===== src/rtl/ccflag_pkg.sv =====
package ccflag_pkg;

  typedef enum logic [3:0] {
    CC_LOAD  = 4'd0,
    CC_LOGIC = 4'd1,
    CC_ADD   = 4'd2,
    CC_SUB   = 4'd3,
    CC_CMP_B = 4'd4,
    CC_CMP_H = 4'd5,
    CC_ADDX  = 4'd6,
    CC_SUBX  = 4'd7,
    CC_SHIFT = 4'd8
  } ccop_e;

  typedef struct packed {
    logic n;
    logic z;
    logic v;
    logic c;
  } ccflags_t;

  localparam int FLAG_W = 4;
  localparam int X_POS  = 4;
  localparam int LOW_W  = FLAG_W + 1;
  localparam int N_SLICE = 3;

endpackage


===== src/rtl/ccflag_arith.sv =====
// Flag equations for one slice width. The hidden operand is rebuilt from
// the result and the source: addend for add, minuend for subtract.
module ccflag_arith #(
  parameter int K = 32
) (
  input  logic [K-1:0] res_i,
  input  logic [K-1:0] src_i,
  input  logic         sub_i,
  input  logic         ext_i,
  output logic         n_o,
  output logic         z_o,
  output logic         v_o,
  output logic         c_o
);

  logic [K-1:0] other;
  logic [K-1:0] ext_k;

  assign ext_k = {{(K-1){1'b0}}, ext_i};

  always_comb begin
    if (sub_i) other = res_i + src_i + ext_k;
    else       other = res_i - src_i - ext_k;
    n_o = res_i[K-1];
    z_o = (res_i == '0);
    if (sub_i) begin
      c_o = ext_i ? (other <= src_i) : (other < src_i);
      v_o = (other[K-1] ^ src_i[K-1]) & (other[K-1] ^ res_i[K-1]);
    end else begin
      c_o = ext_i ? (res_i <= src_i) : (res_i < src_i);
      v_o = ~(other[K-1] ^ src_i[K-1]) & (res_i[K-1] ^ src_i[K-1]);
    end
  end

endmodule


===== src/rtl/ccflag_select.sv =====
// Chooses the flag set for the operation class and applies the sticky
// zero and extend rules.
module ccflag_select
  import ccflag_pkg::*;
(
  input  logic [3:0]         op_i,
  input  logic [N_SLICE-1:0] n_i,
  input  logic [N_SLICE-1:0] z_i,
  input  logic [N_SLICE-1:0] v_i,
  input  logic [N_SLICE-1:0] c_i,
  input  logic               carry_i,
  input  ccflags_t           preset_i,
  input  ccflags_t           old_f_i,
  input  logic               old_x_i,
  output ccflags_t           new_f_o,
  output logic               new_x_o,
  output logic               legal_o
);

  always_comb begin
    new_f_o = old_f_i;
    new_x_o = old_x_i;
    legal_o = 1'b1;
    case (ccop_e'(op_i))
      CC_LOAD:  new_f_o = preset_i;
      CC_LOGIC: new_f_o = '{n: n_i[0], z: z_i[0], v: 1'b0, c: 1'b0};
      CC_ADD, CC_SUB: begin
        new_f_o = '{n: n_i[0], z: z_i[0], v: v_i[0], c: c_i[0]};
        new_x_o = c_i[0];
      end
      CC_CMP_B: new_f_o = '{n: n_i[1], z: z_i[1], v: v_i[1], c: c_i[1]};
      CC_CMP_H: new_f_o = '{n: n_i[2], z: z_i[2], v: v_i[2], c: c_i[2]};
      CC_ADDX, CC_SUBX: begin
        new_f_o = '{n: n_i[0], z: z_i[0] & old_f_i.z, v: v_i[0], c: c_i[0]};
        new_x_o = c_i[0];
      end
      CC_SHIFT: begin
        new_f_o = '{n: n_i[0], z: z_i[0], v: 1'b0, c: carry_i};
        new_x_o = carry_i;
      end
      default:  legal_o = 1'b0;
    endcase
  end

endmodule


===== src/rtl/ccflag_gen.sv =====
module ccflag_gen
  import ccflag_pkg::*;
#(
  parameter int DW  = 32,
  parameter int BW  = 8,
  parameter int HW  = 16,
  parameter int SRW = 16
) (
  input  logic             clk,
  input  logic             rst,
  input  logic             valid_i,
  input  logic [3:0]       op_i,
  input  logic [DW-1:0]    result_i,
  input  logic [DW-1:0]    src_i,
  input  logic             carry_i,
  input  logic [3:0]       preset_i,
  input  logic [SRW-6:0]   hi_i,
  output logic [SRW-1:0]   status_o,
  output logic             err_o
);

  localparam int HI_W = SRW - LOW_W;

  logic [N_SLICE-1:0] n_s, z_s, v_s, c_s;
  logic     is_sub, is_ext;
  ccflags_t new_f;
  logic     new_x, legal;

  assign is_sub = (op_i == CC_SUB) || (op_i == CC_SUBX) ||
                  (op_i == CC_CMP_B) || (op_i == CC_CMP_H);
  assign is_ext = (op_i == CC_ADDX) || (op_i == CC_SUBX);

  for (genvar g = 0; g < N_SLICE; g++) begin : g_slice
    localparam int KW = (g == 0) ? DW : ((g == 1) ? BW : HW);
    ccflag_arith #(.K(KW)) u_arith (
      .res_i (result_i[KW-1:0]),
      .src_i (src_i[KW-1:0]),
      .sub_i (is_sub),
      .ext_i (is_ext),
      .n_o   (n_s[g]),
      .z_o   (z_s[g]),
      .v_o   (v_s[g]),
      .c_o   (c_s[g])
    );
  end

  ccflag_select u_sel (
    .op_i     (op_i),
    .n_i      (n_s),
    .z_i      (z_s),
    .v_i      (v_s),
    .c_i      (c_s),
    .carry_i  (carry_i),
    .preset_i (ccflags_t'(preset_i)),
    .old_f_i  (ccflags_t'(status_o[FLAG_W-1:0])),
    .old_x_i  (status_o[X_POS]),
    .new_f_o  (new_f),
    .new_x_o  (new_x),
    .legal_o  (legal)
  );

  always_ff @(posedge clk) begin
    if (rst) begin
      status_o <= '0;
      err_o    <= 1'b0;
    end else begin
      err_o <= valid_i & ~legal;
      if (valid_i && legal) status_o <= {hi_i, new_x, new_f};
    end
  end

  a_r11_illegal_hold: assert property (@(posedge clk) disable iff (rst)
    valid_i && op_i > 4'd8 |=> err_o && status_o == $past(status_o));

  a_r12_idle_hold: assert property (@(posedge clk) disable iff (rst)
    !valid_i |=> $stable(status_o) && !err_o);

  a_r2_logic_vc_clear: assert property (@(posedge clk) disable iff (rst)
    valid_i && op_i == 4'd1 |=> status_o[1:0] == 2'b00);

  a_r5_sticky_zero: assert property (@(posedge clk) disable iff (rst)
    valid_i && (op_i == 4'd6 || op_i == 4'd7) && !status_o[2] |=> !status_o[2]);

  a_r8_shift_carry: assert property (@(posedge clk) disable iff (rst)
    valid_i && op_i == 4'd8 |=> status_o[0] == $past(carry_i) &&
                                 status_o[X_POS] == $past(carry_i));

  a_r10_upper_bits: assert property (@(posedge clk) disable iff (rst)
    valid_i && op_i <= 4'd8 |=> status_o[SRW-1:LOW_W] == $past(hi_i[HI_W-1:0]));

endmodule


===== config.mk =====
export PLATFORM = sky130hd
export DESIGN_NAME = ccflag_gen
export DESIGN_NICKNAME = d
export VERILOG_FILES = /design/src/rtl/ccflag_pkg.sv /design/src/rtl/ccflag_arith.sv /design/src/rtl/ccflag_select.sv /design/src/rtl/ccflag_gen.sv
export SDC_FILE = /design/constraint.sdc
export NUM_CORES = 1
export LEC_CHECK = 0
export BUFFER_PORTS_ARGS = -buffer_cell sky130_fd_sc_hd__buf_4
export CAP_MARGIN = 0
export CELL_PAD_IN_SITES_DETAIL_PLACEMENT = 0
export CELL_PAD_IN_SITES_GLOBAL_PLACEMENT = 1
export CORE_AREA = 4 4 134 136
export DETAILED_ROUTE_END_ITERATION = 7
export DIE_AREA = 0 0 138 140
export HOLD_SLACK_MARGIN = 0.06
export PLACE_DENSITY_LB_ADDON = 0.25
export SYNTH_ARGS = -nofsm -noshare
export SYNTH_HDL_FRONTEND = slang
export SYNTH_SLANG_ARGS = --single-unit

===== constraint.sdc =====
create_clock -name clk -period 6.4 [get_ports clk]
set_clock_uncertainty 0.2 [all_clocks]
set_input_delay 0.96 -clock clk [delete_from_list [all_inputs] [get_ports clk]]
set_output_delay 0.96 -clock clk [all_outputs]
set_load 0.005 [all_outputs]

Word-level counts from Yosys, hierarchy flattened --
Cells that the tools add are included.
Word-level totals: output and inout port bits 17, word-level logic and storage cells 92, flip-flop bits (word level) 17, input port bits 87
Cells by class: eq/ne operators 8, muxes and demuxes 18, reductions and logical operators 17, bitwise operators 21, magnitude comparators 12, $add $sub $neg 12
Operator list (count):
- <= comparator 32 bit | 2
- < comparator 32 bit | 2
- adder 32 x 1 -> 32 bit | 1
- adder 32 bit | 1
- <= comparator 16 bit | 2
- logical NOT 32 bit | 1
- < comparator 16 bit | 2
- 2-to-1 mux 32 bit | 1
- subtractor 32 x 1 -> 32 bit | 1
- subtractor 32 bit | 1
- case mux 4 bit (7 select lines) | 1
- adder 16 x 1 -> 16 bit | 1
- adder 16 bit | 1
- equality test 4 x 3 -> 1 bit (second input constant) | 4
- <= comparator 8 bit | 2
- logical NOT 16 bit | 1
- < comparator 8 bit | 2
- 2-to-1 mux 16 bit | 1
- subtractor 16 x 1 -> 16 bit | 1
- subtractor 16 bit | 1
- 2-to-1 mux 1 bit | 13
- OR reduction 9 bit | 1
- XOR 1 bit | 9
- adder 8 x 1 -> 8 bit | 1
- 19 further kinds | 35

Longest topological paths before layout --
Gate-level depths: netlist of the first run.
word-level depth 10, gate-level depth with buffers 27, gate-level depth less buffers 27

Hierarchy --
From an unflattened synthesis of the first run, not the netlist that was laid out.
Second synthesis, totals: cells, all modules 1522, area total of the unflattened synthesis 11118.2 µm²
Modules (own cells, without submodules):
- ccflag_arith at g_slice[0].u_arith | cells each 812, times used 1, seq. area each 0.0 µm², area each 5685.5 µm²
- ccflag_arith at g_slice[2].u_arith | cells each 398, times used 1, seq. area each 0.0 µm², area each 2886.5 µm²
- ccflag_arith at g_slice[1].u_arith | cells each 181, times used 1, seq. area each 0.0 µm², area each 1357.6 µm²
- ccflag_gen | cells each 80, times used 1, seq. area each 340.3 µm², area each 822.0 µm²
- ccflag_select | cells each 51, times used 1, seq. area each 0.0 µm², area each 366.6 µm²

Least setup slack after synthesis of the first run --
OpenSTA, ideal clock, no wires.
path type input -> register, from input op_i[1], to register status_o[0], library setup time 0.074 ns, slack 1.060 ns, stages 26, required time 6.126 ns, buffers on the path 0, arrival time 5.066 ns, path through nor2b_1 nand2_1 xnor2_1 ha_1 o21bai_1 fa_1 nor3b_4 o31ai_4 o2111ai_2 a2111o_1 a31o_4 o31ai_4 or2_1 a21oi_1 xor2_1 mux2i_1 ha_1 a21o_1 a21oi_1 nor2b_1 o21ai_0 a21o_1 a221oi_1 a21oi_1 nand4_1 a31oi_1
On the way: word-level cells in the longest chain between the ends 9, elaborated cells between the ends (all ways) 45, classes of those cells 6 x add/sub; 6 x order compare; 8 x eq/ne; 14 x mux; 11 x reduce/logical
Ends and longest elaborated chain:
- start, declared | line ccflag_gen.sv:12 | input logic [3:0] op_i,
- parallel branches: the longest is 9 deep, another holds subtractor 32 x 1 -> 32 bit
- end signal, assigned | line ccflag_gen.sv:68 | if (valid_i && legal) status_o <= {hi_i, new_x, new_f};
- end, declared | line ccflag_gen.sv:18 | output logic [SRW-1:0] status_o,
Parallel ways; which one is timed is not known. A chain may end at the register's enable or synchronous reset.

Worst setup path after layout of the first run --
Same ends and word-level chain as after synthesis.

==> results of run 1 <==
## report_power, final
part / internal [W] / leakage [nW] / switching [W]
logic: 0.000376 / 3.63 / 0.000486
registers: 0.000112 / 0.139 / 0.00000319
clock network: 0.0000836 / 0.0409 / 0.0000418
## layer usage
layer  GRT usage (%)  vias up
li1                -     3445
met1            26.1     3061
met2            36.0      136
met3            1.33       31
met4            4.00        0
met5               0        -
## layout by cell type (no fill, tap or decap), drive strengths merged, types with 3 or more instances in the layout
cell and n:
ha 155, inv 133, buf 107, a21oi 105, nand2 78, nor2 69
o21ai 48, xnor2 43, a21o 26, nand4 20, nand2b 18, nor3 17
dfxtp 17, xor2 15, a31oi 14, nor2b 13, nor4 12, nand3 11
o21bai 10, o31ai 10, o21a 9, mux2i 7, or2 7, o211ai 6
a211oi 6, and3 5, nor3b 4, a31o 4, o311ai 4, o311a 3
or3 3, and2 3, o22ai 3, fa 3, clkbuf 3, o2111ai 3
a221oi 3
## metrics by stage
step	worst slack (ns)	area [um2]	cells	hold slack (ns)	total power (W)
final	0.429	7640	1248	0.253	0.00110
after global routing	0.0589	7640	1248	0.278	0.00122
after CTS	0.468	7640	1248	0.256	0.00111
after detailed placement	0.232	7560	1244	0.249	0.000973
after global placement	0.122	7560	1244	0.244	0.000977
after floorplan	1.06	6550	932	0.253	0.000733
## synthesized netlist by cell type (12+ instances only)
library cell | count | area share (%)
nor3_1 | 17 | 1.3
ha_1 | 155 | 30
a21oi_1 | 105 | 8.0
a21o_1 | 26 | 3.0
clkbuf_1 | 16 | 0.92
inv_1 | 132 | 7.6
nand2b_1 | 18 | 1.7
nand4_1 | 20 | 1.9
nand2_1 | 78 | 4.5
xor2_1 | 15 | 2.0
nor4_1 | 12 | 1.1
dfxtp_1 | 17 | 5.2
o21ai_0 | 37 | 2.8
nor2b_1 | 13 | 1.2
a31oi_1 | 14 | 1.3
nor2_1 | 69 | 4.0
xnor2_1 | 43 | 5.7
## area by class of cell
type                            instances  share of cell area, %
Multi-Input combinational cell        762                   73.8
Timing Repair Buffer                  107                   10.5
Clock buffer                            3                  0.983
Clock inverter                          1                 0.0655
Inverter                              133                   6.54
Tap cell                              225                   3.69
Sequential cell                        17                   4.46
## kinds of logic (layout without fill, tap and decap cells)
logic type	Yosys count	count (layout)	synth area share (%)
compound gates	274	274	27.0
simple gates	265	265	19.6
fa+ha+maj	158	158	30.5
buf+inv	153	244	8.93
xor+xnor	58	58	7.75
flops	17	17	5.19
mux	7	7	1.07
## flip-flops by register name (all words and copies together), names as in the netlist
register	flops
status_o	16
err_o	1
## critical path: cells and delay by family
kind	cells	cell delay, ns
xor gates and xnor gates	1	0.16
adders and majority gates	3	0.87
buffers and inverters	4	0.51
AOI/OAI and AO/OA	7	1.62
muxes	1	0.11
and+or+nand+nor	9	1.71
## worst paths after layout
| path | from | endpoint | depth (start not counted) |
|---|---|---|---|
| max | op_i[1] | status_o[0]$_SDFFE_PP0P_ | 25 |
| min | status_o[10]$_SDFFE_PP0P_ | status_o[10]$_SDFFE_PP0P_ | 2 |
| max reg2reg | status_o[2]$_SDFFE_PP0P_ | status_o[2]$_SDFFE_PP0P_ | 6 |
| min reg2reg | status_o[10]$_SDFFE_PP0P_ | status_o[10]$_SDFFE_PP0P_ | 2 |
==> out/results.ini, run 1 <==
[run_status]
outcome = completed

[synth]
postSynth.asyncResetShare_pct = 0
synth_area_mm2 = 0.00655
synth_ff_type = dfxtp_1
synth_edf_count = 0
syn_nets = 1177
avgSynthCellArea_um2 = 7.03
synth_cell_types = 69
seq_area_frac_synth_pct = 5.19
ys_warn_count = 0
synth_seq_cells = 17
syn_inst = 932

[worst_setup_path]
path_class = in -> reg
cp_slowest_cell = fa_1
worst-endpoint-arrival_ns = 5.95
cp-start-kind = input pin
cp_slowest_stage_delay_ns = 0.38
crit_top_cell = nor2_1
critPathCaptureType = register
cp_max_fo = 14
worstPathRequired_ns = 6.38
rrSetupSlack_ns = 4.86

[route]
dr.pass1.iters = 5
drt_iter0_markers = 431
wl_per_cell_um = 16.1
avgViaCountPerCell = 5.35
met1_length_um = 9370
wl_met3_um = 557
totalWireLength_um = 20100
vias = 6673
ant_nets = 0
highest_layer = met4
dr_wl_met2_um = 9720
drc = 0

[die]
io_pins = 104
placementRows = 48
fp.dieW_um = 138
die-area_mm2 = 0.0193
die-height_um = 140
design.core.area_mm2 = 0.0169
start_util_pct = 38.7

[timing]
hold_viol_final = 0
tns_ns = 0
slew_headroom_pct = 36.9
finalCritPeriodShare_pct = 93.3
fmax_ghz = 0.167
slew_viol_final = 0
setup_viol = 0
finalCriticalPeriod_ns = 5.97
rsz0062_at_grt = no
worstMarginPinSlew_ns = 0.923

[layout]
area_growth_pct = 16.5
post-route-util_pct = 45.1
seqCellArea_um2 = 340
n_antenna_cell = 0
final_nets = 1269
nFillCells = 1827
drive_gt1_share_pct = 12.7
multi_input_area_mm2 = 0.00563

[clocking]
h-tree-depth = 1
cts_hold_buffers = 0
cts_resized = 0
clock_sinks = 17
clkTransAtPathRegs_ns = 0.05
numCtsBuffers = 3
cts-root-buf = clkbuf_16
cts_tree = built
clk_latency_ns = 0.25
clock_path_buffers = 2
cts_setup_buffers = 0

[pwr]
powerDensity_mw_per_mm2 = 144
vdd_drop_max_mv = 0.100
power_leakage_nw = 3.81

[global_route]
grt_first_pass_wirelength_um = 32700
grt_usage_pct = 19.9
grt_pass1_vias = 6507
gr-total-overflow = 0
antenna_found_initial = 0
grt_max_degree = 23

[place]
io_buffers = 103
place.gp.congestion = 0.908
post-dp-hpwl_um = 17300

[run]
cap_viol_max_count = 0

[worst_hold_path]
hold_path.class = reg -> reg

(Power assumes the default switching activity.)
==> run 2, diff against run 1 <==
--- a/config.mk
+++ b/config.mk
@@ -5,15 +5,17 @@
 export SDC_FILE = /design/constraint.sdc
 export NUM_CORES = 1
 export LEC_CHECK = 0
+export ABC_AREA = 1
 export BUFFER_PORTS_ARGS = -buffer_cell sky130_fd_sc_hd__buf_4
 export CAP_MARGIN = 0
 export CELL_PAD_IN_SITES_DETAIL_PLACEMENT = 0
 export CELL_PAD_IN_SITES_GLOBAL_PLACEMENT = 1
-export CORE_AREA = 4 4 134 136
+export CORE_AREA = 4 4 179 181
 export DETAILED_ROUTE_END_ITERATION = 7
-export DIE_AREA = 0 0 138 140
+export DIE_AREA = 0 0 183 185
 export HOLD_SLACK_MARGIN = 0.06
 export PLACE_DENSITY_LB_ADDON = 0.25
 export SYNTH_ARGS = -nofsm -noshare
 export SYNTH_HDL_FRONTEND = slang
+export SYNTH_HIERARCHICAL = 1
 export SYNTH_SLANG_ARGS = --single-unit
==> run 2 against run 1 <==
Effect of this change:
- final cell count grew 100%
- critical path depth grew 10
- sequential share of layout area shrank 1.9 points
- largest power group unchanged
- highest routed layer unchanged
==> out/results.ini, run 2 <==
[route]
ant_nets = 0  ; unchanged
avgViaCountPerCell = 5.26  ; was 5.35
totalWireLength_um = 43600  ; was 20,100 um
dr.pass1.iters = 5  ; unchanged
drt_iter0_markers = 970  ; was 431
vias = 13259  ; was 6,673
wl_per_cell_um = 17.3  ; was 16.1 um
drc = 0  ; unchanged

[worst_hold_path]
worstHoldStart = status_o[5]$_SDFFE_PP0P_  ; was status_o[10]$_SDFFE_PP0P_
hold_path.class = reg -> reg  ; unchanged

[clocking]
clkTransAtPathRegs_ns = 0.05  ; about the same
numCtsBuffers = 3  ; unchanged
cts_setup_buffers = 0  ; unchanged
cts-root-buf = clkbuf_16  ; unchanged
h-tree-depth = 1  ; unchanged
clock_sinks = 17  ; unchanged
cts_resized = 0  ; unchanged
clk_latency_ns = 0.25  ; about the same
clock_path_buffers = 2  ; unchanged
cts_hold_buffers = 0  ; unchanged
cts_tree = built  ; unchanged

[synth]
synth-xor-area-share_pct = 1.83  ; was 7.75%
synth_cell_types = 56  ; was 69
syn_inst = 2032  ; was 932
synth_area_leaders = ha_1 27%, nand2_1 14%, inv_1 12%  ; was ha_1 30%, a21oi_1 8.0%, inv_1 7.6%
synthAdderAreaFrac_pct = 29.4  ; was 30.5%
yosysTopAreaCellShare_pct = 27.4  ; was 29.6%
ys_warn_count = 6  ; was 0
synth_top_family_by_area = simple AND/OR/NAND/NOR gates  ; was adder cells
synth_area_mm2 = 0.0120  ; was 0.00655 mm2
seq_area_frac_synth_pct = 2.84  ; was 5.19%
postSynth.asyncResetShare_pct = 0  ; unchanged
synth.most_common_cell = nand2_1  ; was ha_1
yosys-mux-area-fraction_pct = 0  ; was 1.07%
avgSynthCellArea_um2 = 5.90  ; was 7.03 um2
synth_edf_count = 0  ; unchanged
syn_nets = 2393  ; was 1,177
synth_ff_type = dfxtp_1  ; unchanged
synth_commonest_cells = 438 x nand2_1, 398 x inv_1, 262 x ha_1, 190 x nor2_1, 174 x a21oi_1  ; was 155 x ha_1, 132 x inv_1, 105 x a21oi_1, 78 x nand2_1, 69 x nor2_1
yosys.area.top_type = ha_1  ; unchanged
synthSimpleGateAreaFrac_pct = 33.1  ; was 19.6%
synth_compound_area_share_pct = 18.6  ; was 27.0%
synth_seq_cells = 17  ; unchanged

[place]
io_buffers = 103  ; unchanged
post_dp_cell_area_mm2 = 0.0132  ; was 0.00756 mm2
post-dp-hpwl_um = 37300  ; was 17,300 um
place.gp.congestion = 0.995  ; was 0.908
dp_cells = 2515  ; was 1,244

[die]
start_util_pct = 39.4  ; was 38.7%
placementRows = 64  ; was 48
die-height_um = 185  ; was 140 um
io_pins = 104  ; unchanged
design.core.area_mm2 = 0.0304  ; was 0.0169 mm2
die-area_mm2 = 0.0339  ; was 0.0193 mm2
fp.dieW_um = 183  ; was 138 um

[layout]
instances_no_fill = 2519  ; was 1,248
drive_gt1_share_pct = 10.4  ; was 12.7%
largest_reg_flops = 16  ; unchanged
reg_top3 = status_o x16, err_o x1  ; unchanged
n_antenna_cell = 0  ; unchanged
regMostFlops = status_o  ; unchanged
nFillCells = 3510  ; was 1,827
final_area_mm2 = 0.0132  ; was 0.00764 mm2
multi_input_area_mm2 = 0.00994  ; was 0.00563 mm2
layout_commonest_cell = nand2_1  ; was ha_1
area_growth_pct = 10.4  ; was 16.5%
final_nets = 2485  ; was 1,269
final_cell_mix = 438 x nand2_1, 398 x inv_1, 262 x ha_1  ; was 155 x ha_1, 132 x inv_1, 107 x buf_4
seqCellArea_um2 = 340  ; unchanged

[timing]
setup_viol = 0  ; unchanged
fmax_ghz = 0.185  ; was 0.167 GHz
slew_viol_final = 0  ; unchanged
hold_viol_final = 0  ; unchanged
rsz0062_at_grt = no  ; unchanged
whs_ns = 0.313  ; was 0.253 ns
worstMarginPinSlew_ns = 0.943  ; was 0.923 ns
tns_ns = 0  ; unchanged
slew_headroom_pct = 36.5  ; was 36.9%
finalCriticalPeriod_ns = 5.42  ; was 5.97 ns
finalCritPeriodShare_pct = 84.7  ; was 93.3%

[worst_setup_path]
cp_max_fo = 10  ; was 14
path_class = in -> reg  ; unchanged
crit_family = simple AND/OR/NAND/NOR gates  ; unchanged
crit_path_start = op_i[3]  ; was op_i[1]
cp_num_buf_inv = 7  ; was 4
cp_slowest_cell = fa_1  ; unchanged
cp_slowest_stage_delay_ns = 0.41  ; was 0.38 ns
crit-reg2reg-launch = status_o[0]$_SDFFE_PP0P_  ; was status_o[2]$_SDFFE_PP0P_
cp-start-kind = input pin  ; unchanged
crit_top_cell = nand2_1  ; was nor2_1
critPathCaptureType = register  ; unchanged
worstPathRequired_ns = 6.39  ; was 6.38 ns
worst-endpoint-arrival_ns = 5.41  ; was 5.95 ns

[global_route]
grt_use_met3_pct = 3.79  ; was 1.33%
grt_max_degree = 33  ; was 23
grt_pass1_vias = 12311  ; was 6,507
top_usage_layer = met2  ; unchanged
gr-total-overflow = 0  ; unchanged
antenna_found_initial = 0  ; unchanged
grt_usage_pct = 24.8  ; was 19.9%
use_met2_pct = 39.0  ; was 36.0%
grt_first_pass_wirelength_um = 67800  ; was 32,700 um
grtUsageMet1_pct = 36.4  ; was 26.1%

[pwr]
powerDensity_mw_per_mm2 = 130  ; was 144 mW/mm2
combPwrFrac_pct = 85.8  ; was 78.2%
switchingPower_w = 0.00100  ; was 0.000531 W
power_w = 0.00173  ; was 0.00110 W
swShare_pct = 58.2  ; was 48.2%
p_int_w = 0.000721  ; was 0.000572 W
power_leakage_nw = 7.41  ; was 3.81 nW
vdd_drop_max_mv = 0.128  ; was 0.100 mV
power_frac_seq_pct = 6.9  ; was 10.5%
p_clk_share_pct = 7.3  ; was 11.4%

[run_status]
outcome = completed  ; unchanged

[run]
cap_viol_max_count = 0  ; unchanged

run 2: changes by cell type in the layout (fill, tap and decap cells not counted), sizes merged, moves of 16 or more:
| cell | change |
|---|---|
| nand3 | +113 |
| a21o | -16 |
| nor2 | +139 |
| inv | +282 |
| nand2b | -18 |
| o21ai | +56 |
| a21oi | +81 |
| nand4 | +17 |
| xnor2 | -35 |
| nand2 | +396 |
| ha | +107 |
| o21bai | +20 |
run 2: cell families after synthesis:
| family | after synthesis |
|---|---|
| AO/OA/AOI/OAI | 382 |
| XOR/XNOR | 25 |
| adder cells (fa/ha/maj) | 274 |
| buffers and inverters | 438 |
| flip-flops | 17 |
| AND/OR/NAND/NOR | 896 |
run 2: tightest hold or removal path: cells and delay by family, from the launching register on:
kind	cells	cell delay [ns]
DFF	1	0.31
buffers and inverters	1	0.05
and+or+nand+nor	3	0.12
run 2: power by group through the flow:
stage | Clock (W) | Sequential (W) | Combinational (W)
6_report | 0.000127 | 0.000119 | 0.00148
2_1_floorplan | 0 | 0.000121 | 0.00101
5_1_grt | 0.000135 | 0.000120 | 0.00167
3_3_place_gp | 0 | 0.000121 | 0.00145
3_5_place_dp | 0 | 0.000121 | 0.00145
4_1_cts | 0.000128 | 0.000119 | 0.00146
run 2: cell type report:
| class | count | area share [%] |
|---|---|---|
| multi-input combinational | 1577 | 75.1 |
| clock buffer | 4 | 0.596 |
| timing repair buffer | 109 | 6.18 |
| inverter | 416 | 11.8 |
| tap | 396 | 3.74 |
| sequential | 17 | 2.57 |
run 2: metrics by stage:
| stage | worst slack [ns] | util, % |
|---|---|---|
| after global placement | 0.738 | 43.2 |
| after global routing | 0.550 | 43.5 |
| after floorplan | 1.51 | - |
| final | 0.980 | 43.5 |
| after CTS | 0.967 | 43.5 |
| after detailed placement | 0.726 | 43.2 |
run 2: routing by layer:
metal	share of wire (%)	vias to the layer above
met5	0	-
met4	1.5	0
met3	7.8	43
met2	43	414
met1	48	6053
li1	-	6749
run 2: worst paths after layout:
| kind | endpoint | slack, ns | cells past startpoint |
|---|---|---|---|
| max | status_o[0]$_SDFFE_PP0P_ | 0.98 | 35 |
| min | status_o[5]$_SDFFE_PP0P_ | 0.31 | 4 |
| max reg2reg | status_o[0]$_SDFFE_PP0P_ | 5.41 | 4 |
| min reg2reg | status_o[5]$_SDFFE_PP0P_ | 0.31 | 4 |
==> run 3, diff against run 2 <==
--- a/config.mk
+++ b/config.mk
@@ -5,14 +5,14 @@
 export SDC_FILE = /design/constraint.sdc
 export NUM_CORES = 1
 export LEC_CHECK = 0
-export ABC_AREA = 1
+export ABC_AREA = 0
 export BUFFER_PORTS_ARGS = -buffer_cell sky130_fd_sc_hd__buf_4
 export CAP_MARGIN = 0
 export CELL_PAD_IN_SITES_DETAIL_PLACEMENT = 0
 export CELL_PAD_IN_SITES_GLOBAL_PLACEMENT = 1
-export CORE_AREA = 4 4 179 181
+export CORE_AREA = 4 4 172 174
 export DETAILED_ROUTE_END_ITERATION = 7
-export DIE_AREA = 0 0 183 185
+export DIE_AREA = 0 0 176 178
 export HOLD_SLACK_MARGIN = 0.06
 export PLACE_DENSITY_LB_ADDON = 0.25
 export SYNTH_ARGS = -nofsm -noshare
==> constraint.sdc (replaced) <==
create_clock -name clk -period 4.7 [get_ports clk]
set_clock_uncertainty 0.2 [all_clocks]
set_input_delay 0.705 -clock clk [delete_from_list [all_inputs] [get_ports clk]]
set_output_delay 0.705 -clock clk [all_outputs]
set_load 0.005 [all_outputs]
==> run 3 against run 2 <==
Effect of this change:
- the flow now finishes with violations (negative setup slack)
- die area shrank 7.5%
- non-clock buffer count is 415 higher
- core utilization up 13 points
- critical endpoint unchanged
- critical path depth fell by 2
- critical path type unchanged
- register-to-register slack got worse by 2.0 ns
- count of clock-buffer cells in the layout did not move
- routed wire length is 9.8% lower
- highest routed layer unchanged
==> out/results.ini, run 3 <==
[timing]
fin_ws_ns = -1.06  ; was 0.980 ns
fmax_ghz = 0.174
hold_viol_final = 0  ; unchanged
setup_viol = 3  ; was 0
slew_viol_final = 0  ; unchanged
rsz0062_at_grt = yes  ; was no
worstMarginPinSlew_ns = 1.01  ; was 0.943 ns
finalCritPeriodShare_pct = 123
finalCriticalPeriod_ns = 5.76
tns_ns = -2.46  ; was 0 ns
slew_headroom_pct = 31.9  ; was 36.5%

[die]
die-area_mm2 = 0.0313  ; was 0.0339 mm2
design.core.area_mm2 = 0.0278  ; was 0.0304 mm2
placementRows = 61  ; was 64
fp.dieW_um = 176  ; was 183 um
start_util_pct = 40.0  ; was 39.4%
die-height_um = 178  ; was 185 um
io_pins = 104  ; unchanged

[layout]
instances_no_fill = 2379  ; was 2,519
reg_top3 = status_o x16, err_o x1  ; unchanged
n_antenna_cell = 0  ; unchanged
largest_reg_flops = 16  ; unchanged
nFillCells = 2769  ; was 3,510
seqCellArea_um2 = 340  ; unchanged
final_area_mm2 = 0.0157  ; was 0.0132 mm2
drive_gt1_share_pct = 31.4  ; was 10.4%
multi_input_area_mm2 = 0.00992  ; was 0.00994 mm2
final_nets = 2363  ; was 2,485
regMostFlops = status_o  ; unchanged
area_growth_pct = 41.3  ; was 10.4%
layout_commonest_cell = buf_4  ; was nand2_1
final_cell_mix = 518 x buf_4, 259 x ha_1, 230 x inv_1  ; was 438 x nand2_1, 398 x inv_1, 262 x ha_1

[global_route]
grt_pass1_vias = 12576  ; was 12.3k
grt_max_degree = 41  ; was 33
antenna_found_initial = 0  ; unchanged
grt_first_pass_wirelength_um = 62700  ; was 67,800 um
grt_usage_pct = 24.3  ; was 24.8%
gr-total-overflow = 0  ; unchanged

[synth]
synth_seq_cells = 17  ; unchanged
synth_area_mm2 = 0.0111  ; was 0.0120 mm2
yosysTopAreaCellShare_pct = 29.5  ; was 27.4%
synth_commonest_cells = 262 x ha_1, 232 x inv_1, 145 x a21oi_1, 117 x nor2_1, 66 x o21ai_0  ; was 438 x nand2_1, 398 x inv_1, 262 x ha_1, 190 x nor2_1, 174 x a21oi_1
syn_inst = 1522  ; was 2,032
synth_area_leaders = ha_1 29%, inv_1 7.8%, a21oi_1 6.5%  ; was ha_1 27%, nand2_1 14%, inv_1 12%
synth_cell_types = 95  ; was 56
avgSynthCellArea_um2 = 7.30  ; was 5.90 um2
syn_nets = 1883  ; was 2,393
synth_ff_type = dfxtp_1  ; unchanged
synth.most_common_cell = ha_1  ; was nand2_1
synth_edf_count = 0  ; unchanged
postSynth.asyncResetShare_pct = 0  ; unchanged
seq_area_frac_synth_pct = 3.06  ; was 2.84%
yosys.area.top_type = ha_1  ; unchanged
ys_warn_count = 6  ; unchanged

[route]
vias = 12572  ; was 13.3k
drc = 0  ; unchanged
ant_nets = 0  ; unchanged
totalWireLength_um = 39400  ; was 43,600 um
drt_iter0_markers = 700  ; was 970
wl_per_cell_um = 16.5  ; was 17.3 um
avgViaCountPerCell = 5.28  ; was 5.26
dr.pass1.iters = 5  ; unchanged

[worst_setup_path]
path_class = in -> reg  ; unchanged
worst-endpoint-arrival_ns = 5.68  ; was 5.41 ns
cp_slowest_stage_delay_ns = 0.40  ; was 0.41 ns
cp-start-kind = input pin  ; unchanged
cp_max_fo = 3  ; was 10
cp_slowest_cell = fa_2  ; was fa_1
critPathCaptureType = register  ; unchanged
worstPathRequired_ns = 4.62  ; was 6.39 ns

[pwr]
power_w = 0.00284  ; was 0.00173 W
vdd_drop_max_mv = 0.146  ; was 0.128 mV
power_leakage_nw = 7.97  ; was 7.41 nW
powerDensity_mw_per_mm2 = 181  ; was 130 mW/mm2

[clocking]
clk_latency_ns = 0.24  ; was 0.25 ns
clkTransAtPathRegs_ns = 0.05  ; about the same
cts_tree = built  ; unchanged
clock_path_buffers = 2  ; unchanged
cts-root-buf = clkbuf_16  ; unchanged
numCtsBuffers = 3  ; unchanged
clock_sinks = 17  ; unchanged
h-tree-depth = 1  ; unchanged

[place]
io_buffers = 103  ; unchanged
place.gp.congestion = 0.911  ; was 0.995
dpl_worst_slack_ns = -1.49  ; was 0.726 ns
post-dp-hpwl_um = 33900  ; was 37,300 um
dp_cells = 2362  ; was 2,515
post_dp_cell_area_mm2 = 0.0153  ; was 0.0132 mm2

[run_status]
violations = negative setup slack
outcome = finished with violations  ; was completed

[worst_hold_path]
hold_path.class = reg -> reg  ; unchanged

[run]
cap_viol_max_count = 0  ; unchanged

==> run 3: final timing paths <==
path	slack, ns	endpoint	cells after the start	from
min reg2reg	0.38	status_o[15]$_SDFFE_PP0P_	2	status_o[15]$_SDFFE_PP0P_
min	0.38	status_o[15]$_SDFFE_PP0P_	2	status_o[15]$_SDFFE_PP0P_
max	-1.06	status_o[0]$_SDFFE_PP0P_	33	op_i[2]
max reg2reg	3.42	status_o[1]$_SDFFE_PP0P_	5	status_o[1]$_SDFFE_PP0P_
==> run 3: cells by family (layout without fill, tap and decap cells) <==
kind of cell | after synthesis | after routing | synth area share [%]
buf+inv | 288 | 767 | 10.5
flops | 17 | 17 | 3.06
compound gates | 451 | 451 | 28.4
simple gates | 395 | 395 | 18.6
xor+xnor | 82 | 82 | 6.46
fa+ha+maj | 274 | 274 | 31.6
mux | 15 | 15 | 1.37
==> run 3: per-layer routing <==
layer  share of wire (%)  GRT usage (%)
met5                   0              0
met4                 2.9           5.95
met2                  47           42.9
met3                 4.0           1.65
met1                  46           32.4
==> run 3: worst max-delay path, delay by kind of cell <==
kind,cells,cell delay (ns)
XOR/XNOR,1,0.09
multiplexers,1,0.32
buffers and inverters,6,0.81
AO/OA/AOI/OAI,11,1.59
AND/OR/NAND/NOR,11,1.14
adder cells (fa/ha/maj),3,1.02
==> run 3: power by group <==
group          internal [W]  total, W  switching (W)
clock network      0.000115  0.000167      0.0000520
logic               0.00125   0.00252        0.00127
registers          0.000151  0.000156     0.00000429
total               0.00152   0.00284        0.00132
==> run 3: repair_timing <==
item / 4_1_cts / 5_1_grt
buffers inserted: 6 / 7
endpoints found under the setup margin: 3 / 3
resized for setup: 25 / 24
cloned: 0 / 0
pin swaps: 27 / 25
hold buffers: 0 / 0
==> run 3: through the flow <==
stage,hold WS [ns],utilization [%]
global route,0.407,56.5
CTS,0.380,56.0
detailed placement,0.366,55.1
global placement,0.361,55.1
floorplan,0.364,-
finish,0.383,56.5
==> run 3: layout make-up <==
cell class | instances | area share, %
clock buffer | 4 | 0.502
tap | 378 | 3.01
inverter | 239 | 5.74
timing repair buffer | 524 | 25.4
sequential | 17 | 2.17
multi-input combinational | 1217 | 63.2
